### src/rtl/rtc_cal_pkg.sv
package rtc_cal_pkg;

  localparam int NUM_FIELDS = 7;
  localparam int FIELD_W    = 8;

  // Field order puts seconds at index 0 and year at index NUM_FIELDS-1.
  typedef struct packed {
    logic [FIELD_W-1:0] year;
    logic [FIELD_W-1:0] month;
    logic [FIELD_W-1:0] date;
    logic [FIELD_W-1:0] dow;
    logic [FIELD_W-1:0] hour;
    logic [FIELD_W-1:0] minute;
    logic [FIELD_W-1:0] second;
  } cal_time_t;

  typedef logic [NUM_FIELDS-1:0][FIELD_W-1:0] field_arr_t;

  localparam cal_time_t RESET_TIME = '{year: 8'h00, month: 8'h01, date: 8'h01,
                                       dow: 8'h01, hour: 8'h00, minute: 8'h00,
                                       second: 8'h00};
  localparam field_arr_t RESET_ARR = field_arr_t'(RESET_TIME);

  // Bits kept on a write, per field index.
  function automatic logic [FIELD_W-1:0] field_mask(input int idx);
    case (idx)
      0, 1:    return 8'h7F;
      2, 4:    return 8'h3F;
      3:       return 8'h07;
      5:       return 8'h1F;
      default: return 8'hFF;
    endcase
  endfunction

  // Returns {wrap, next}. A value at or above hi wraps to lo.
  function automatic logic [FIELD_W:0] bcd_step(input logic [FIELD_W-1:0] val,
                                                 input logic [FIELD_W-1:0] lo,
                                                 input logic [FIELD_W-1:0] hi);
    if (val >= hi)           return {1'b1, lo};
    if (val[3:0] >= 4'd9)    return {1'b0, val[7:4] + 4'd1, 4'd0};
    return {1'b0, val[7:4], val[3:0] + 4'd1};
  endfunction

  function automatic logic leap_bcd(input logic [FIELD_W-1:0] yr);
    logic [6:0] bin;
    bin = 7'(yr[7:4]) * 7'd10 + 7'(yr[3:0]);
    return bin[1:0] == 2'b00;
  endfunction

endpackage

### src/rtl/rtc_month_days.sv
module rtc_month_days
  import rtc_cal_pkg::*;
(
  input  logic [FIELD_W-1:0] month,
  input  logic [FIELD_W-1:0] year,
  output logic [FIELD_W-1:0] last_day
);

  always_comb begin
    case (month)
      8'h02:                      last_day = leap_bcd(year) ? 8'h29 : 8'h28;
      8'h04, 8'h06, 8'h09, 8'h11: last_day = 8'h30;
      default:                    last_day = 8'h31;
    endcase
  end

endmodule

### src/rtl/rtc_time_core.sv
module rtc_time_core
  import rtc_cal_pkg::*;
(
  input  logic      clk,
  input  logic      rst,
  input  logic      tick,
  input  logic      load_en,
  input  cal_time_t load_val,
  output cal_time_t cur_time,
  output cal_time_t next_time
);

  logic [FIELD_W-1:0] last_day;
  logic [FIELD_W:0]   st_sec, st_min, st_hour, st_dow, st_date, st_mon, st_year;
  logic               c_sec, c_min, c_hour, c_day, c_mon, c_year;

  rtc_month_days u_days (
    .month    (cur_time.month),
    .year     (cur_time.year),
    .last_day (last_day)
  );

  assign st_sec  = bcd_step(cur_time.second, 8'h00, 8'h59);
  assign st_min  = bcd_step(cur_time.minute, 8'h00, 8'h59);
  assign st_hour = bcd_step(cur_time.hour,   8'h00, 8'h23);
  assign st_dow  = bcd_step(cur_time.dow,    8'h01, 8'h07);
  assign st_date = bcd_step(cur_time.date,   8'h01, last_day);
  assign st_mon  = bcd_step(cur_time.month,  8'h01, 8'h12);
  assign st_year = bcd_step(cur_time.year,   8'h00, 8'h99);

  // Carry chain; a load in the same cycle suppresses the tick.
  assign c_sec  = tick && !load_en;
  assign c_min  = c_sec  && st_sec[FIELD_W];
  assign c_hour = c_min  && st_min[FIELD_W];
  assign c_day  = c_hour && st_hour[FIELD_W];
  assign c_mon  = c_day  && st_date[FIELD_W];
  assign c_year = c_mon  && st_mon[FIELD_W];

  always_comb begin
    if (load_en) begin
      next_time = load_val;
    end else begin
      next_time.second = c_sec  ? st_sec[FIELD_W-1:0]  : cur_time.second;
      next_time.minute = c_min  ? st_min[FIELD_W-1:0]  : cur_time.minute;
      next_time.hour   = c_hour ? st_hour[FIELD_W-1:0] : cur_time.hour;
      next_time.dow    = c_day  ? st_dow[FIELD_W-1:0]  : cur_time.dow;
      next_time.date   = c_day  ? st_date[FIELD_W-1:0] : cur_time.date;
      next_time.month  = c_mon  ? st_mon[FIELD_W-1:0]  : cur_time.month;
      next_time.year   = c_year ? st_year[FIELD_W-1:0] : cur_time.year;
    end
  end

  always_ff @(posedge clk) begin
    if (rst) cur_time <= RESET_TIME;
    else     cur_time <= next_time;
  end

endmodule

### src/rtl/rtc_user_regs.sv
module rtc_user_regs
  import rtc_cal_pkg::*;
#(
  parameter int ADDR_W = 4
) (
  input  logic               clk,
  input  logic               rst,
  input  logic               reg_wr,
  input  logic [ADDR_W-1:0]  reg_addr,
  input  logic [FIELD_W-1:0] reg_wdata,
  input  cal_time_t          core_next,
  output cal_time_t          hold_time,
  output logic               snap_r,
  output logic               lock_w,
  output logic               load_en,
  output logic [FIELD_W-1:0] reg_rdata
);

  localparam logic [ADDR_W-1:0] CTRL_ADDR = '0;

  field_arr_t              core_arr;
  field_arr_t              hold_arr;
  logic [FIELD_W-1:0]      hold_q [NUM_FIELDS];
  logic [NUM_FIELDS-1:0]   field_we;
  logic                    ctrl_wr;
  logic                    tracking;
  logic [FIELD_W-1:0]      rd_next;

  assign core_arr = field_arr_t'(core_next);
  assign ctrl_wr  = reg_wr && (reg_addr == CTRL_ADDR);
  assign tracking = !snap_r && !lock_w;
  assign load_en  = ctrl_wr && lock_w && !reg_wdata[1];

  for (genvar i = 0; i < NUM_FIELDS; i++) begin : g_we
    assign field_we[i] = reg_wr && lock_w && (reg_addr == ADDR_W'(i + 1));
  end

  always_ff @(posedge clk) begin
    for (int i = 0; i < NUM_FIELDS; i++) begin
      if (rst)              hold_q[i] <= RESET_ARR[i];
      else if (tracking)    hold_q[i] <= core_arr[i];
      else if (field_we[i]) hold_q[i] <= reg_wdata & field_mask(i);
    end
  end

  always_ff @(posedge clk) begin
    if (rst) begin
      snap_r <= 1'b0;
      lock_w <= 1'b0;
    end else if (ctrl_wr) begin
      snap_r <= reg_wdata[0];
      lock_w <= reg_wdata[1];
    end
  end

  always_comb begin
    for (int i = 0; i < NUM_FIELDS; i++) hold_arr[i] = hold_q[i];
  end
  assign hold_time = cal_time_t'(hold_arr);

  always_comb begin
    rd_next = '0;
    if (reg_addr == CTRL_ADDR) rd_next = {6'b0, lock_w, snap_r};
    for (int i = 0; i < NUM_FIELDS; i++) begin
      if (reg_addr == ADDR_W'(i + 1)) rd_next = hold_q[i];
    end
  end

  always_ff @(posedge clk) begin
    if (rst) reg_rdata <= '0;
    else     reg_rdata <= rd_next;
  end

endmodule

### src/rtl/rtc_calendar_core.sv
module rtc_calendar_core
  import rtc_cal_pkg::*;
#(
  parameter int ADDR_W = 4
) (
  input  logic               clk,
  input  logic               rst,
  input  logic               tick_1hz,
  input  logic               reg_wr,
  input  logic [ADDR_W-1:0]  reg_addr,
  input  logic [FIELD_W-1:0] reg_wdata,
  output logic [FIELD_W-1:0] reg_rdata
);

  cal_time_t core_now;
  cal_time_t core_next;
  cal_time_t hold_time;
  logic      load_en;
  logic      ctrl_r;
  logic      ctrl_w;

  rtc_time_core u_core (
    .clk       (clk),
    .rst       (rst),
    .tick      (tick_1hz),
    .load_en   (load_en),
    .load_val  (hold_time),
    .cur_time  (core_now),
    .next_time (core_next)
  );

  rtc_user_regs #(.ADDR_W(ADDR_W)) u_regs (
    .clk       (clk),
    .rst       (rst),
    .reg_wr    (reg_wr),
    .reg_addr  (reg_addr),
    .reg_wdata (reg_wdata),
    .core_next (core_next),
    .hold_time (hold_time),
    .snap_r    (ctrl_r),
    .lock_w    (ctrl_w),
    .load_en   (load_en),
    .reg_rdata (reg_rdata)
  );

endmodule

### config.mk
export PLATFORM = sky130hd
export DESIGN_NAME = rtc_calendar_core
export DESIGN_NICKNAME = d
export VERILOG_FILES = /design/src/rtl/rtc_cal_pkg.sv /design/src/rtl/rtc_month_days.sv /design/src/rtl/rtc_time_core.sv /design/src/rtl/rtc_user_regs.sv /design/src/rtl/rtc_calendar_core.sv
export SDC_FILE = /design/constraint.sdc
export NUM_CORES = 1
export LEC_CHECK = 0
export ABC_AREA = 1
export ABC_CLOCK_PERIOD_IN_PS = 6400
export BUFFER_PORTS_ARGS = -buffer_cell sky130_fd_sc_hd__clkbuf_2
export CAP_MARGIN = 0
export CORE_MARGIN = 3
export CORE_UTILIZATION = 60
export DETAILED_ROUTE_END_ITERATION = 8
export PLACE_DENSITY = 0.77
export SLEW_MARGIN = 20
export SYNTH_ARGS = -nofsm -noshare
export SYNTH_HDL_FRONTEND = slang
export SYNTH_HIERARCHICAL = 1
export SYNTH_SLANG_ARGS = --single-unit
### constraint.sdc
create_clock -name clk -period 6.4 [get_ports clk]
set_clock_uncertainty 0.15 [all_clocks]
set_input_delay 1.92 -clock clk [delete_from_list [all_inputs] [get_ports clk]]
set_output_delay 1.92 -clock clk [all_outputs]
set_load 0.005 [all_outputs]
# Yosys cells after proc, flatten, opt, wreduce, memory -nomap -nowiden
# Memories as Yosys holds them, arrays and structs flattened.
# Cells that the tools add are included.
[classes] addsub=15 n_mul=1 magnitude_cmp=14 n_eq_ne=12 muxes=135 bitwise=21 reduce_logical=25
[op_table] cell="$mux W8" count=57
[op_table] cell="$mux W9" count=20
[op_table] cell="$add A4 B1 Y4 const B" count=14
[op_table] cell="$and A8 B8 Y8" count=7
[op_table] cell="$mux W56" count=1
[op_table] cell="$mux W1" count=55
[op_table] cell="$ge A4 B4 Y1 const B" count=7
[op_table] cell="$logic_and A1 B1 Y1" count=18
[op_table] cell="$eq A4 B3 Y1 const B" count=4
[op_table] cell="$eq A8 B3 Y1 const B" count=2
[op_table] cell="$ge A8 B7 Y1 const B" count=2
[op_table] cell="$or A1 B1 Y1" count=14
[op_table] cell="$pmux W5 S2" count=1
[op_table] cell="$eq A4 B2 Y1 const B" count=2
[op_table] cell="$eq A8 B2 Y1 const B" count=1
[op_table] cell="$eq A8 B4 Y1 const B" count=1
[op_table] cell="$eq A8 B5 Y1 const B" count=1
[op_table] cell="$ge A8 B3 Y1 const B" count=1
[op_table] cell="$ge A8 B5 Y1 const B" count=1
[op_table] cell="$ge A8 B6 Y1" count=1
[op_table] cell="$ge A8 B6 Y1 const B" count=1
[op_table] cell="$ge A8 B8 Y1 const B" count=1
[op_table] cell="$eq A4 B1 Y1 const B" count=1
[op_table] cell="$logic_not A1 Y1" count=4
[op_table] cell="other kinds (6)" count=6
[word_totals] regBits=66 ram_bits=56 out_inout_bits=8 memories=1
[mem_list] memory="u_regs.hold_q" depth=7 width=8 read_ports=7 rd_ports_with_merged_regs=0 write_ports=7 line="rtc_user_regs.sv:23" rtl="logic [FIELD_W-1:0] hold_q [NUM_FIELDS];"

# Depth between registers and ports, before layout
[depth] depth_word=16 depth_mapped=22 ltp_nobuf=22

# Hierarchy
# Netlist, hierarchy kept.
[by_module_without_submodules] mod="rtc_time_core" n_inst=1 cells_each=685 area_per_inst_um2=4354.2
[by_module_without_submodules] mod="rtc_user_regs" n_inst=1 cells_each=348 area_per_inst_um2=3194.3
[by_module_without_submodules] mod="rtc_month_days" n_inst=1 cells_each=40 area_per_inst_um2=187.7

# Worst setup path after synthesis
# OpenSTA, ideal clock, no wires.
[synth_timing] path_type="input -> register" from="in reg_addr[3]" to="mem u_regs.hold_q[6][7], data pin" setup_time_ps=257 arrival_ps=3924 t_required_ps=5993 setup_slack_ps=2070 path_stages=11 path_cell_list="nor2_2 > buf_2 > nand3_1 > nor3_1 > buf_2 > clkinv_1 > clkbuf_1 > or2_2 > nand2_1 > inv_1 > a32o_1"
[synth_lines] element="from (decl)" line="rtc_calendar_core.sv:10" rtl="input logic [ADDR_W-1:0] reg_addr,"
[synth_lines] element="to (decl)" line="rtc_user_regs.sv:23"

==> results.sh <==
export IMPL_wire_per_inst_um=15.9
export IMPL_root_buffer="clkbuf_16"
export IMPL_cp_depth=16
export IMPL_synthesis_area_mm2=0.00774
export IMPL_ys_seq_area_frac=0.388
export IMPL_antenna_found_initial=0
export IMPL_hold_path_class="reg2reg"
export IMPL_final_area_mm2=0.00850
export IMPL_io_buffers=23
export IMPL_synthMuxAreaShare=0
export IMPL_grtUsageTotal=0.285
export IMPL_areaGrowthSynthToFinish_pct=9.90
export IMPL_antenna_cells=0
export IMPL_num_vias=7141
export IMPL_reg2reg_to="u_regs/hold_q[5][0]$_DFFE_PP_"
export IMPL_cts_sinks=122
export IMPL_worstPathArrival_ps=4600
export IMPL_crit_chain="clkbuf_2 -> nor2_2 -> buf_4 -> nand3_1 -> nor3_2 -> buf_4 -> nor2_4 -> nand2_1 -> clkinv_2 -> nand2_4 -> nor2_8 -> nor2_1 -> o221ai_1 -> nand2_1 -> nand2_1 -> o21ai_0"
export IMPL_die_area_mm2=0.0143
export IMPL_clk_latency_ps=420
export IMPL_postRouteAntennaNets=0
export IMPL_crit_path_top_delay_cell="nor2_1"
export IMPL_critPathRequiredTime_ps=6510
export IMPL_place_area_mm2=0.00792
export IMPL_synthSimpleGateAreaFrac=0.302
export IMPL_h_tree_depth=4
export IMPL_die_h_um=120
export IMPL_post_cts_buffers=0
export IMPL_grt_pass1_vias=6597
export IMPL_syn_area_per_cell_um2=7.21
export IMPL_max_clock_path_buffers=2
export IMPL_drive_gt1_frac=0.0899
export IMPL_critPathTopFamily="simple AND/OR/NAND/NOR gates"
export IMPL_core_area_mm2=0.0123
export IMPL_max_slew_margin_rel=0.515
export IMPL_grt_setup_unrepaired="no"
export IMPL_fin_nets=1148
export IMPL_cts_hold_fix_buffers=0
export IMPL_yosys_warnings=6
export IMPL_max_cap_viol_count=0
export IMPL_synth_top_family_by_area="simple AND/OR/NAND/NOR gates"
export IMPL_yosys_register_bits=122
export IMPL_synth_compound_area_frac=0.118
export IMPL_switching_power_w=0.000404
export IMPL_gp_congestion=0.892
export IMPL_seqPwrFrac=0.447
export IMPL_synth_top_area_frac=0.217
export IMPL_start_util=0.628
export IMPL_synth_flop_cell="dfxtp_1"
export IMPL_cpMostUsedCell="nand2_1"
export IMPL_layout_min_cycle_time_ps=4490
export IMPL_via_per_inst=5.63
export IMPL_status="finished clean"
export IMPL_clk_pin_slew_ps=50
export IMPL_rows=40
export IMPL_holdPathEnd="u_regs/snap_r$_SDFFE_PP0P_"
export IMPL_crit_type="in2reg"
export IMPL_synthCells=1073
export IMPL_cp_num_buf_inv=4
export IMPL_synthXorXnorAreaFrac=0.0158
export IMPL_setup_tns_final_ps=0
export IMPL_first_pass_iters=5
export IMPL_cp_max_fo=23
export IMPL_synth_area_top_cells="edfxtp_1 22%, dfxtp_1 17%, nand2_1 15%, inv_1 7.4%, ha_1 7.1%"
export IMPL_clock_power_share=0.513
export IMPL_cts_resized=0
export IMPL_swShare=0.217
export IMPL_min_from="u_regs/snap_r$_SDFFE_PP0P_"
export IMPL_numCtsBuffers=17
export IMPL_initialDrtViolationCount=853
export IMPL_slew_violations=0
export IMPL_drt_wl_total_um=20100
export IMPL_hold_viol_final=0
export IMPL_grt_max_degree=52
export IMPL_p_per_area_mw_per_mm2=219
export IMPL_fmax_ghz=0.223
export IMPL_worst_path_largest_cell_delay_ps=450
export IMPL_synth_common_cells="318 x nand2_1, 152 x inv_1, 76 x nand3_1"
export IMPL_async_reset_ff_frac=0
export IMPL_reg2reg_from="u_core/cur_time[44]$_SDFF_PP0_"
export IMPL_drc=0
export IMPL_synthAdderAreaFrac=0.0712
export IMPL_rr_worst_depth=20
export IMPL_synth_area_leader_cell="edfxtp_1"
export IMPL_crit_path_end_kind="flip-flop"
export IMPL_die_w_um=120
export IMPL_leakagePower_nw=4.07
export IMPL_worst_slew_pin_transition_ps=725
export IMPL_grt_overflow_total=0
export IMPL_power_frac_comb=0.040
export IMPL_synth_distinct_cells=46
export IMPL_synth_most_common_cell="nand2_1"
export IMPL_finalCritPeriodShare=0.702
export IMPL_grt_pass1_wl_um=32500
export IMPL_p_int_w=0.00146
export IMPL_hold_depth=2
export IMPL_start_kind="input pin"
export IMPL_finalSetupViolCount=0
export IMPL_cts_tree="done"
export IMPL_vdd_drop_max_v=0.000182
export IMPL_dpl_hpwl_um=14100
export IMPL_r2r_setup_slack_ps=3270
export IMPL_synth_edff_count=56
export IMPL_ios=24
## state kept, by name (all words and copies together), names as in the netlist
register / flops
u_regs/lock_w: 1
u_regs/reg_rdata: 8
u_core/cur_time: 56
u_regs/snap_r: 1
u_regs/hold_q: 56
## logic make-up (layout without fill, tap and decap cells)
logic type | Yosys count | after routing
buffers and inverters | 196 | 221
DFF | 122 | 122
other | 2 | 5
AOI/OAI and AO/OA | 167 | 167
xor gates and xnor gates | 14 | 14
and+or+nand+nor | 528 | 528
adders and majority gates | 44 | 44
## cell type report
type                    instances  area [µm²]
fillers                      1044        3810
well taps                     168         210
repair buffers                 29         160
inverters                     160         602
clock buffers                  22         454
multi-input cells             758        3950
clock inverters                10         124
flip-flops and latches        122        3000
## metrics by stage
stage	setup WS, ps	power [W]	util	hold slack (ps)	instances
floorplan	2070	0.000892	-	287	1076
finish	1910	0.00186	0.691	328	1269
detailed placement	1570	0.000919	0.644	316	1237
global placement	1670	0.000919	0.644	316	1237
global route	1710	0.00191	0.691	356	1269
CTS	2000	0.00187	0.691	323	1269
## worst max path at each step
stage | start | to
3_3_place_gp | reg_addr[3] | u_regs/hold_q[6][7]$_DFFE_PP_
5_1_grt | reg_addr[3] | u_regs/hold_q[6][2]$_DFFE_PP_
3_5_place_dp | reg_addr[3] | u_regs/hold_q[6][7]$_DFFE_PP_
4_1_cts | reg_addr[3] | u_regs/hold_q[6][7]$_DFFE_PP_
2_1_floorplan | reg_addr[3] | u_regs/hold_q[6][7]$_DFFE_PP_
6_report | reg_addr[3] | u_regs/hold_q[1][2]$_DFFE_PP_
## power groups by stage
stage / registers, W / logic [W] / clock network (W)
6_report: 0.000832 / 0.0000746 / 0.000955
5_1_grt: 0.000832 / 0.0000815 / 0.000993
4_1_cts: 0.000832 / 0.0000723 / 0.000961
3_5_place_dp: 0.000848 / 0.0000718 / 0
3_3_place_gp: 0.000848 / 0.0000710 / 0
2_1_floorplan: 0.000844 / 0.0000483 / 0
## metal layers
layer	global-route usage	share of wire	vias to the layer above
li1	-	-	3494
met1	0.402	0.43	3282
met2	0.443	0.45	335
met3	0.0631	0.098	30
met4	0.0816	0.017	0
met5	0	0	-
## placed cells by master, fill, tap and decap left out, drive strengths merged, types with 3 or more instances in the layout
cell	netlist	final
clkbuf	14	45
nand3	80	80
nor2	81	81
a21oi	72	72
xor2	11	11
nand4	24	24
conb	2	5
buf	22	6
o211ai	7	7
nor3	5	5
edfxtp	56	56
nand2	327	327
dfxtp	66	66
xnor2	3	3
ha	44	44
a31oi	9	9
or2	3	3
and2	4	4
inv	158	158
clkinv	2	9
bufinv	0	3
nand3b	4	4
o21ai	72	72
## tightest hold or removal path: cells and delay by family, from the launching register on
kind	cells	cell delay (ps)
compound gates	1	50
flops	1	320
buf+inv	1	60
No activity file was read; power rests on OpenSTA's default activity.
